$ cat config.mk
export PLATFORM = sky130hd
export DESIGN_NAME = phy_seq
export DESIGN_NICKNAME = d
export VERILOG_FILES = /design/src/rtl/phy_seq_pkg.sv /design/src/rtl/phy_seq_lane_book.sv /design/src/rtl/phy_seq_poll_timer.sv /design/src/rtl/phy_seq_cfg_drive.sv /design/src/rtl/phy_seq.sv
export SDC_FILE = /design/constraint.sdc
export NUM_CORES = 1
export LEC_CHECK = 0
export BUFFER_PORTS_ARGS = -buffer_cell sky130_fd_sc_hd__buf_2
export CAP_MARGIN = 20
export CORE_MARGIN = 2
export CORE_UTILIZATION = 40
export DETAILED_ROUTE_END_ITERATION = 10
export PLACE_DENSITY_LB_ADDON = 0.2
export SYNTH_ARGS = -nofsm -noshare
export SYNTH_HDL_FRONTEND = slang
export SYNTH_HIERARCHICAL = 1
export SYNTH_SLANG_ARGS = --single-unit
$ cat constraint.sdc
create_clock -name clk -period 7.4 [get_ports clk]
set_input_delay 0.37 -clock clk [delete_from_list [all_inputs] [get_ports clk]]
set_output_delay 0.37 -clock clk [all_outputs]
set_load 0.02 [all_outputs]
$ cat src/rtl/phy_seq_pkg.sv
`timescale 1ns/1ps
package phy_seq_pkg;
  localparam int CFG_AW    = 6;
  localparam int CFG_DW    = 4;
  localparam int IDLE_BASE = 3;
  localparam logic [CFG_AW-1:0] PLL_REG = 6'h10;
  localparam logic [CFG_AW-1:0] REF_REG = 6'h12;
  localparam int LOCK_BIT  = 1;
  localparam int GATE_BIT  = 2;
  localparam int MODE_BIT  = 3;

  typedef enum logic [2:0] {
    CODE_OK       = 3'd0,
    CODE_LOCK     = 3'd1,
    CODE_GATE     = 3'd2,
    CODE_RELOCK   = 3'd3,
    CODE_UNPAIRED = 3'd4
  } seq_code_e;

  typedef enum logic [2:0] {
    ST_IDLE,
    ST_UNIDLE,
    ST_POLL_RD,
    ST_POLL_CHK,
    ST_GAP,
    ST_SET_RATE,
    ST_SET_REF
  } seq_state_e;
endpackage

$ cat src/rtl/phy_seq_lane_book.sv
`timescale 1ns/1ps
module phy_seq_lane_book
  import phy_seq_pkg::*;
#(
  parameter int LANES = 4,
  parameter int CNT_W = 4,
  localparam int LANE_W = $clog2(LANES),
  localparam int IDLE_W = LANES + IDLE_BASE
)(
  input  logic              clk,
  input  logic              rst_n,
  input  logic              power_on,
  input  logic              unidle_all,
  input  logic              add_ref,
  input  logic              drop_ref,
  input  logic [LANE_W-1:0] drop_lane,
  output logic [CNT_W-1:0]  act_cnt,
  output logic              phy_rst_n,
  output logic [IDLE_W-1:0] idle_ctl
);
  logic [LANES-1:0] idle_q;

  always_ff @(posedge clk or negedge rst_n) begin
    if (!rst_n) begin
      act_cnt   <= '0;
      phy_rst_n <= 1'b0;
    end else if (power_on) begin
      act_cnt   <= CNT_W'(1);
      phy_rst_n <= 1'b1;
    end else if (add_ref) begin
      act_cnt   <= act_cnt + CNT_W'(1);
    end else if (drop_ref) begin
      act_cnt   <= act_cnt - CNT_W'(1);
      if (act_cnt == CNT_W'(1)) phy_rst_n <= 1'b0;
    end
  end

  for (genvar g = 0; g < LANES; g++) begin : g_lane
    always_ff @(posedge clk or negedge rst_n) begin
      if (!rst_n)
        idle_q[g] <= 1'b1;
      else if (unidle_all)
        idle_q[g] <= 1'b0;
      else if (drop_ref && (drop_lane == LANE_W'(g)))
        idle_q[g] <= 1'b1;
    end
  end

  assign idle_ctl = {idle_q, {IDLE_BASE{1'b0}}};
endmodule

$ cat src/rtl/phy_seq_poll_timer.sv
`timescale 1ns/1ps
module phy_seq_poll_timer #(
  parameter int POLL_GAP  = 1000,
  parameter int MAX_POLLS = 100,
  localparam int GAP_W = $clog2(POLL_GAP + 1),
  localparam int TRY_W = $clog2(MAX_POLLS + 1)
)(
  input  logic clk,
  input  logic rst_n,
  input  logic stage_start,
  input  logic gap_load,
  input  logic gap_run,
  output logic gap_over,
  output logic last_try
);
  localparam logic [GAP_W-1:0] GAP_LOAD = GAP_W'(POLL_GAP - 3);
  localparam logic [TRY_W-1:0] TRY_LAST = TRY_W'(MAX_POLLS - 1);

  logic [GAP_W-1:0] gap_q;
  logic [TRY_W-1:0] tries_q;

  always_ff @(posedge clk or negedge rst_n) begin
    if (!rst_n)
      gap_q <= '0;
    else if (gap_load)
      gap_q <= GAP_LOAD;
    else if (gap_run && (gap_q != '0))
      gap_q <= gap_q - GAP_W'(1);
  end

  always_ff @(posedge clk or negedge rst_n) begin
    if (!rst_n)
      tries_q <= '0;
    else if (stage_start)
      tries_q <= '0;
    else if (gap_load)
      tries_q <= tries_q + TRY_W'(1);
  end

  assign gap_over = (gap_q == '0);
  assign last_try = (tries_q == TRY_LAST);
endmodule

$ cat src/rtl/phy_seq_cfg_drive.sv
`timescale 1ns/1ps
module phy_seq_cfg_drive
  import phy_seq_pkg::*;
(
  input  seq_state_e         state,
  input  seq_code_e          stage,
  input  logic [CFG_DW-1:0]  rdata,
  output logic               cfg_wr,
  output logic               cfg_rd,
  output logic [CFG_AW-1:0]  cfg_addr,
  output logic [CFG_DW-1:0]  cfg_wdata,
  output logic               poll_ok
);
  logic unused_rbits;

  always_comb begin
    cfg_rd    = (state == ST_POLL_RD);
    cfg_wr    = (state == ST_SET_RATE) || (state == ST_SET_REF);
    cfg_wdata = cfg_wr ? CFG_DW'(1 << MODE_BIT) : '0;
    if (state == ST_SET_REF)
      cfg_addr = REF_REG;
    else if (state == ST_SET_RATE)
      cfg_addr = PLL_REG;
    else if (stage == CODE_GATE)
      cfg_addr = REF_REG;
    else
      cfg_addr = PLL_REG;
    if (stage == CODE_GATE)
      poll_ok = !rdata[GATE_BIT];
    else
      poll_ok = rdata[LOCK_BIT];
  end

  assign unused_rbits = ^{rdata[0], rdata[3]};
endmodule

$ cat src/rtl/phy_seq.sv
`timescale 1ns/1ps
module phy_seq
  import phy_seq_pkg::*;
#(
  parameter int LANES     = 4,
  parameter int CNT_W     = 4,
  parameter int POLL_GAP  = 1000,
  parameter int MAX_POLLS = 100,
  localparam int LANE_W = $clog2(LANES),
  localparam int IDLE_W = LANES + IDLE_BASE
)(
  input  logic              clk,
  input  logic              rst_n,
  input  logic              req_valid,
  output logic              req_ready,
  input  logic              req_enable,
  input  logic [LANE_W-1:0] req_lane,
  output logic              done,
  output logic              err,
  output logic [2:0]        err_code,
  output logic              phy_rst_n,
  output logic [IDLE_W-1:0] lane_idle_ctl,
  output logic              cfg_wr,
  output logic              cfg_rd,
  output logic [CFG_AW-1:0] cfg_addr,
  output logic [CFG_DW-1:0] cfg_wdata,
  input  logic [CFG_DW-1:0] cfg_rdata
);
  seq_state_e       state_q, state_d;
  seq_code_e        stage_q, stage_d, code_q, code_d;
  logic             done_q, done_d;
  logic             fire, cnt_zero, poll_ok, gap_over, last_try;
  logic             first_up, add_ref, drop_ref, unpaired;
  logic             stage_start, gap_load, gap_run;
  logic [CNT_W-1:0] act_cnt;

  assign req_ready = (state_q == ST_IDLE);
  assign fire      = req_valid && req_ready;
  assign cnt_zero  = (act_cnt == '0);
  assign first_up  = fire &&  req_enable &&  cnt_zero;
  assign add_ref   = fire &&  req_enable && !cnt_zero;
  assign drop_ref  = fire && !req_enable && !cnt_zero;
  assign unpaired  = fire && !req_enable &&  cnt_zero;
  assign gap_run   = (state_q == ST_GAP);

  always_comb begin
    state_d     = state_q;
    stage_d     = stage_q;
    code_d      = code_q;
    done_d      = 1'b0;
    stage_start = 1'b0;
    gap_load    = 1'b0;
    unique case (state_q)
      ST_IDLE: begin
        if (fire) begin
          code_d = CODE_OK;
          if (first_up) begin
            state_d = ST_UNIDLE;
          end else if (unpaired) begin
            done_d = 1'b1;
            code_d = CODE_UNPAIRED;
          end else begin
            done_d = 1'b1;
          end
        end
      end
      ST_UNIDLE: begin
        state_d     = ST_POLL_RD;
        stage_d     = CODE_LOCK;
        stage_start = 1'b1;
      end
      ST_POLL_RD: state_d = ST_POLL_CHK;
      ST_POLL_CHK: begin
        if (poll_ok) begin
          case (stage_q)
            CODE_LOCK: state_d = ST_SET_RATE;
            CODE_GATE: begin
              state_d     = ST_POLL_RD;
              stage_d     = CODE_RELOCK;
              stage_start = 1'b1;
            end
            default: begin
              state_d = ST_IDLE;
              done_d  = 1'b1;
            end
          endcase
        end else if (last_try) begin
          state_d = ST_IDLE;
          done_d  = 1'b1;
          code_d  = stage_q;
        end else begin
          state_d  = ST_GAP;
          gap_load = 1'b1;
        end
      end
      ST_GAP: if (gap_over) state_d = ST_POLL_RD;
      ST_SET_RATE: state_d = ST_SET_REF;
      ST_SET_REF: begin
        state_d     = ST_POLL_RD;
        stage_d     = CODE_GATE;
        stage_start = 1'b1;
      end
      default: state_d = ST_IDLE;
    endcase
  end

  always_ff @(posedge clk or negedge rst_n) begin
    if (!rst_n) begin
      state_q <= ST_IDLE;
      stage_q <= CODE_LOCK;
      code_q  <= CODE_OK;
      done_q  <= 1'b0;
    end else begin
      state_q <= state_d;
      stage_q <= stage_d;
      code_q  <= code_d;
      done_q  <= done_d;
    end
  end

  assign done     = done_q;
  assign err      = done_q && (code_q != CODE_OK);
  assign err_code = code_q;

  phy_seq_lane_book #(
    .LANES (LANES),
    .CNT_W (CNT_W)
  ) u_book (
    .clk        (clk),
    .rst_n      (rst_n),
    .power_on   (first_up),
    .unidle_all (state_q == ST_UNIDLE),
    .add_ref    (add_ref),
    .drop_ref   (drop_ref),
    .drop_lane  (req_lane),
    .act_cnt    (act_cnt),
    .phy_rst_n  (phy_rst_n),
    .idle_ctl   (lane_idle_ctl)
  );

  phy_seq_poll_timer #(
    .POLL_GAP  (POLL_GAP),
    .MAX_POLLS (MAX_POLLS)
  ) u_timer (
    .clk         (clk),
    .rst_n       (rst_n),
    .stage_start (stage_start),
    .gap_load    (gap_load),
    .gap_run     (gap_run),
    .gap_over    (gap_over),
    .last_try    (last_try)
  );

  phy_seq_cfg_drive u_cfg (
    .state     (state_q),
    .stage     (stage_q),
    .rdata     (cfg_rdata),
    .cfg_wr    (cfg_wr),
    .cfg_rd    (cfg_rd),
    .cfg_addr  (cfg_addr),
    .cfg_wdata (cfg_wdata),
    .poll_ok   (poll_ok)
  );
endmodule

==> summary.md <==
| Metric | Value |
|---|---|
| Outcome | `completed` |
| Highest Clock Rate | `0.3127 GHz` |
| Nets | `264` |
| Vias in the first global route | `1470` |
| Largest net degree at the start of global routing | `36` |
| CP Capture Type | `register` |
| Clock Sinks | `35` |
| Initial antenna violation count | `0` |
| Clock power frac | `21.5%` |
| Commonest cells post-synth | `dfrtp_1, nor2_1, nand2_1` |
| Post-Synthesis Cells | `228` |
| Max-slew violations | `0` |
| Die Span Y | `76.86 um` |
| CTS Hold Bufs | `0` |
| Reg power frac | `40.9%` |
| DR vias | `1624` |
| Leakage Power | `1.010 nW` |
| TritonCTS clock tree | `done` |
| Yosys warns | `6` |
| Most common cell in the netlist | `dfrtp_1` |
| GP Congestion | `0.7335` |
| CTS Buffer Depth | `2` |
| First-pass GRT wire length | `6741 um` |
| Unrepaired setup endpoints after global routing | `no` |
| Logic pwr share | `37.6%` |
| Post-synth top area cell | `dfrtp_1` |
| GRT overflow | `0` |
| Final TNS setup | `0 ns` |
| Crit path from | `state_q[2]` |
| Reg2reg start | `state_q[2]` |
| Worst IR drop on VDD | `115.9 uV` |
| Post-synthesis cell type count | `57` |
| R2r setup slk | `4.20 ns` |
| Root Driver | `clkbuf_8` |
| Worst min path class | `primary input to asynchronous set/reset pin` |
| Synth Cell Area | `2123 sq um` |
| Final hold slack | `0.1583 ns` |
| Fill count | `502` |
| R2r endpoint | `u_book/act_cnt[3]` |
| Layout cells sized above 1 | `20.16%` |
| Max Cap Viol | `0` |
| Port buffer count | `22` |
| Switch share | `40.11%` |
| Die area | `5907 sq um` |
| CP Max Fanout | `18` |
| Total net switching power | `0.0003367 W` |
| Post-CTS Setup Repair Bufs | `0` |
| CP max stage delay | `0.81 ns` |
| Initial Util | `41.57%` |
| Clock skew | `0.007386 ns` |
| Detailed-route wire length per cell | `12.49 um` |
| WP data arrival | `3.38 ns` |
| R2R cell count | `5` |
| Crit-path cells | `or4b_1, nor3_1, or3b_1, o31ai_2, mux2_2` |
| Die X | `76.86 um` |
| EDFF count, synth | `0` |
| Drt initial violations | `78` |
| Setup WS pre-CTS | `4.195 ns` |
| Final period util | `43.21%` |
| Rel. slew slack | `37.02%` |
| Asr flop ratio synth | `100.0%` |
| DRC violation count after routing | `0` |
| ANT nets after route | `0` |
| DPL Wire Length | `2689 um` |
| Worst Path Class, Setup | `register to register` |
| Core area | `5107 sq um` |
| Worst Max-Slew Pin Slew | `0.9375 ns` |
| Main synth FF type | `dfrtp_1` |
| Area Overhead vs Synth | `11.31%` |
| Largest cells by area after synthesis | `dfrtp_1, dfstp_2, buf_4` |
| Cts bufs inserted | `5` |
| Max H-tree Level | `2` |
| N_diodes | `0` |
| GRT Resource Usage Total | `14.18%` |
| FF+latch count, synth | `35` |
| Routed WL | `3972 um` |
| Share of the synthesized area in the top cell type | `35.36%` |
| CP max stage cell | `nor3_1` |
| Power density cells | `355.1 nW/um^2` |
| 1st-pass router iterations | `4` |
| Fin. Hold Viols | `0` |
| Cell internal pwr | `0.0005027 W` |
| Worst Setup Start Kind | `register` |
| Num rows | `26` |
| Worst-skew pair later-pin latency | `0.29 ns` |
| Syn avg cell area | `9.313 sq um` |
| Post-synthesis sequential area ratio | `41.54%` |
| Final setup vio count | `0` |
| Final WS setup | `4.202 ns` |
| DR vias/cell | `5.107` |
| Post_cts resized | `0` |
| Clock transition at path regs | `0.08 ns` |
| Worst path required time | `7.58 ns` |
| Fin crit period | `3.198 ns` |
| Top Ports | `36` |
-- stage by stage --
stage,power (W),instances,instance area [sq um],util (%)
2_1_floorplan,0.0005811,236,2153,-
3_3_place_gp,0.0006552,309,2235,43.75
3_5_place_dp,0.0006617,309,2235,43.75
4_1_cts,0.0008465,317,2352,46.06
5_1_grt,0.0009074,318,2364,46.28
6_report,0.0008394,318,2364,46.28
-- power by group through the flow --
stage | Clock (W) | Combinational [W] | Sequential, W
6_report | 0.000180 | 0.000316 | 0.000343
3_3_place_gp | 0 | 0.000310 | 0.000345
4_1_cts | 0.000186 | 0.000316 | 0.000344
5_1_grt | 0.000195 | 0.000354 | 0.000358
3_5_place_dp | 0 | 0.000314 | 0.000347
2_1_floorplan | 0 | 0.000250 | 0.000331
-- routing by layer --
layer  up-vias  global-route usage, %  share of wire (%)
met4         0                  6.000                1.7
li1        827                      -                  -
met2        30                  23.51                 47
met5         -                      0                  0
met3         7                  4.000                3.9
met1       760                  17.20                 47
-- layout make-up --
class                           instances  area, sq um  area share (%)
Multi-Input combinational cell        171         1110           46.96
Sequential cell                        35        882.1           37.32
Timing Repair Buffer                   24        128.9           5.453
Tap cell                               70        87.58           3.706
Clock buffer                            6        82.58           3.494
Inverter                               10        37.54           1.588
Clock inverter                          2        35.03           1.482
-- worst max-delay path by stage --
stage	cells past startpoint	end
5_1_grt	5	u_book/act_cnt[3]
3_3_place_gp	5	u_book/act_cnt[3]
4_1_cts	5	u_book/act_cnt[3]
3_5_place_dp	5	u_book/act_cnt[3]
2_1_floorplan	7	u_book/act_cnt[3]
6_report	5	u_book/act_cnt[3]
-- cells by family (layout without fill, tap and decap cells) --
logic type	Yosys count	in the layout	share of synthesized area [%]
buffers and inverters	30	42	7.837
flip-flops	35	35	41.54
AND/OR/NAND/NOR	88	88	23.93
adder cells (fa/ha/maj)	7	7	4.125
other	4	12	0.7069
AO/OA/AOI/OAI	50	50	15.62
XOR/XNOR	7	7	2.888
multiplexers	7	7	3.359
-- placed cells by master, fill, tap and decap left out, types with 4 or more instances in the layout --
cell type / instances
mux2i_1: 6
o21ai_0: 10
dfstp_2: 5
nor2b_1: 4
clkbuf_8: 6
conb_1: 12
nand2_1: 17
nor3_1: 6
a31oi_1: 5
nand3b_1: 4
xor2_1: 4
buf_2: 22
dfrtp_1: 30
nor3b_1: 5
a21oi_1: 13
nand2b_1: 6
ha_1: 7
nor4_1: 4
inv_1: 10
nor2_1: 19
-- registers in the layout, indices dropped and copies added (netlist names) --
| name | cells |
|---|---|
| u_timer/gap_q | 10 |
| u_timer/tries_q | 7 |
| u_book/act_cnt | 4 |
| u_book/idle_ctl | 4 |
| err_code | 3 |
| state_q | 3 |
| stage_q | 2 |
| done | 1 |
| u_book/phy_rst_n | 1 |
-- critical path: cells and delay by family, from the launching register on --
family | cells | cell delay [ns]
simple gates | 3 | 1.99
flops | 1 | 0.56
mux | 1 | 0.35
compound gates | 1 | 0.19
Power figures use the tool's default switching activity.
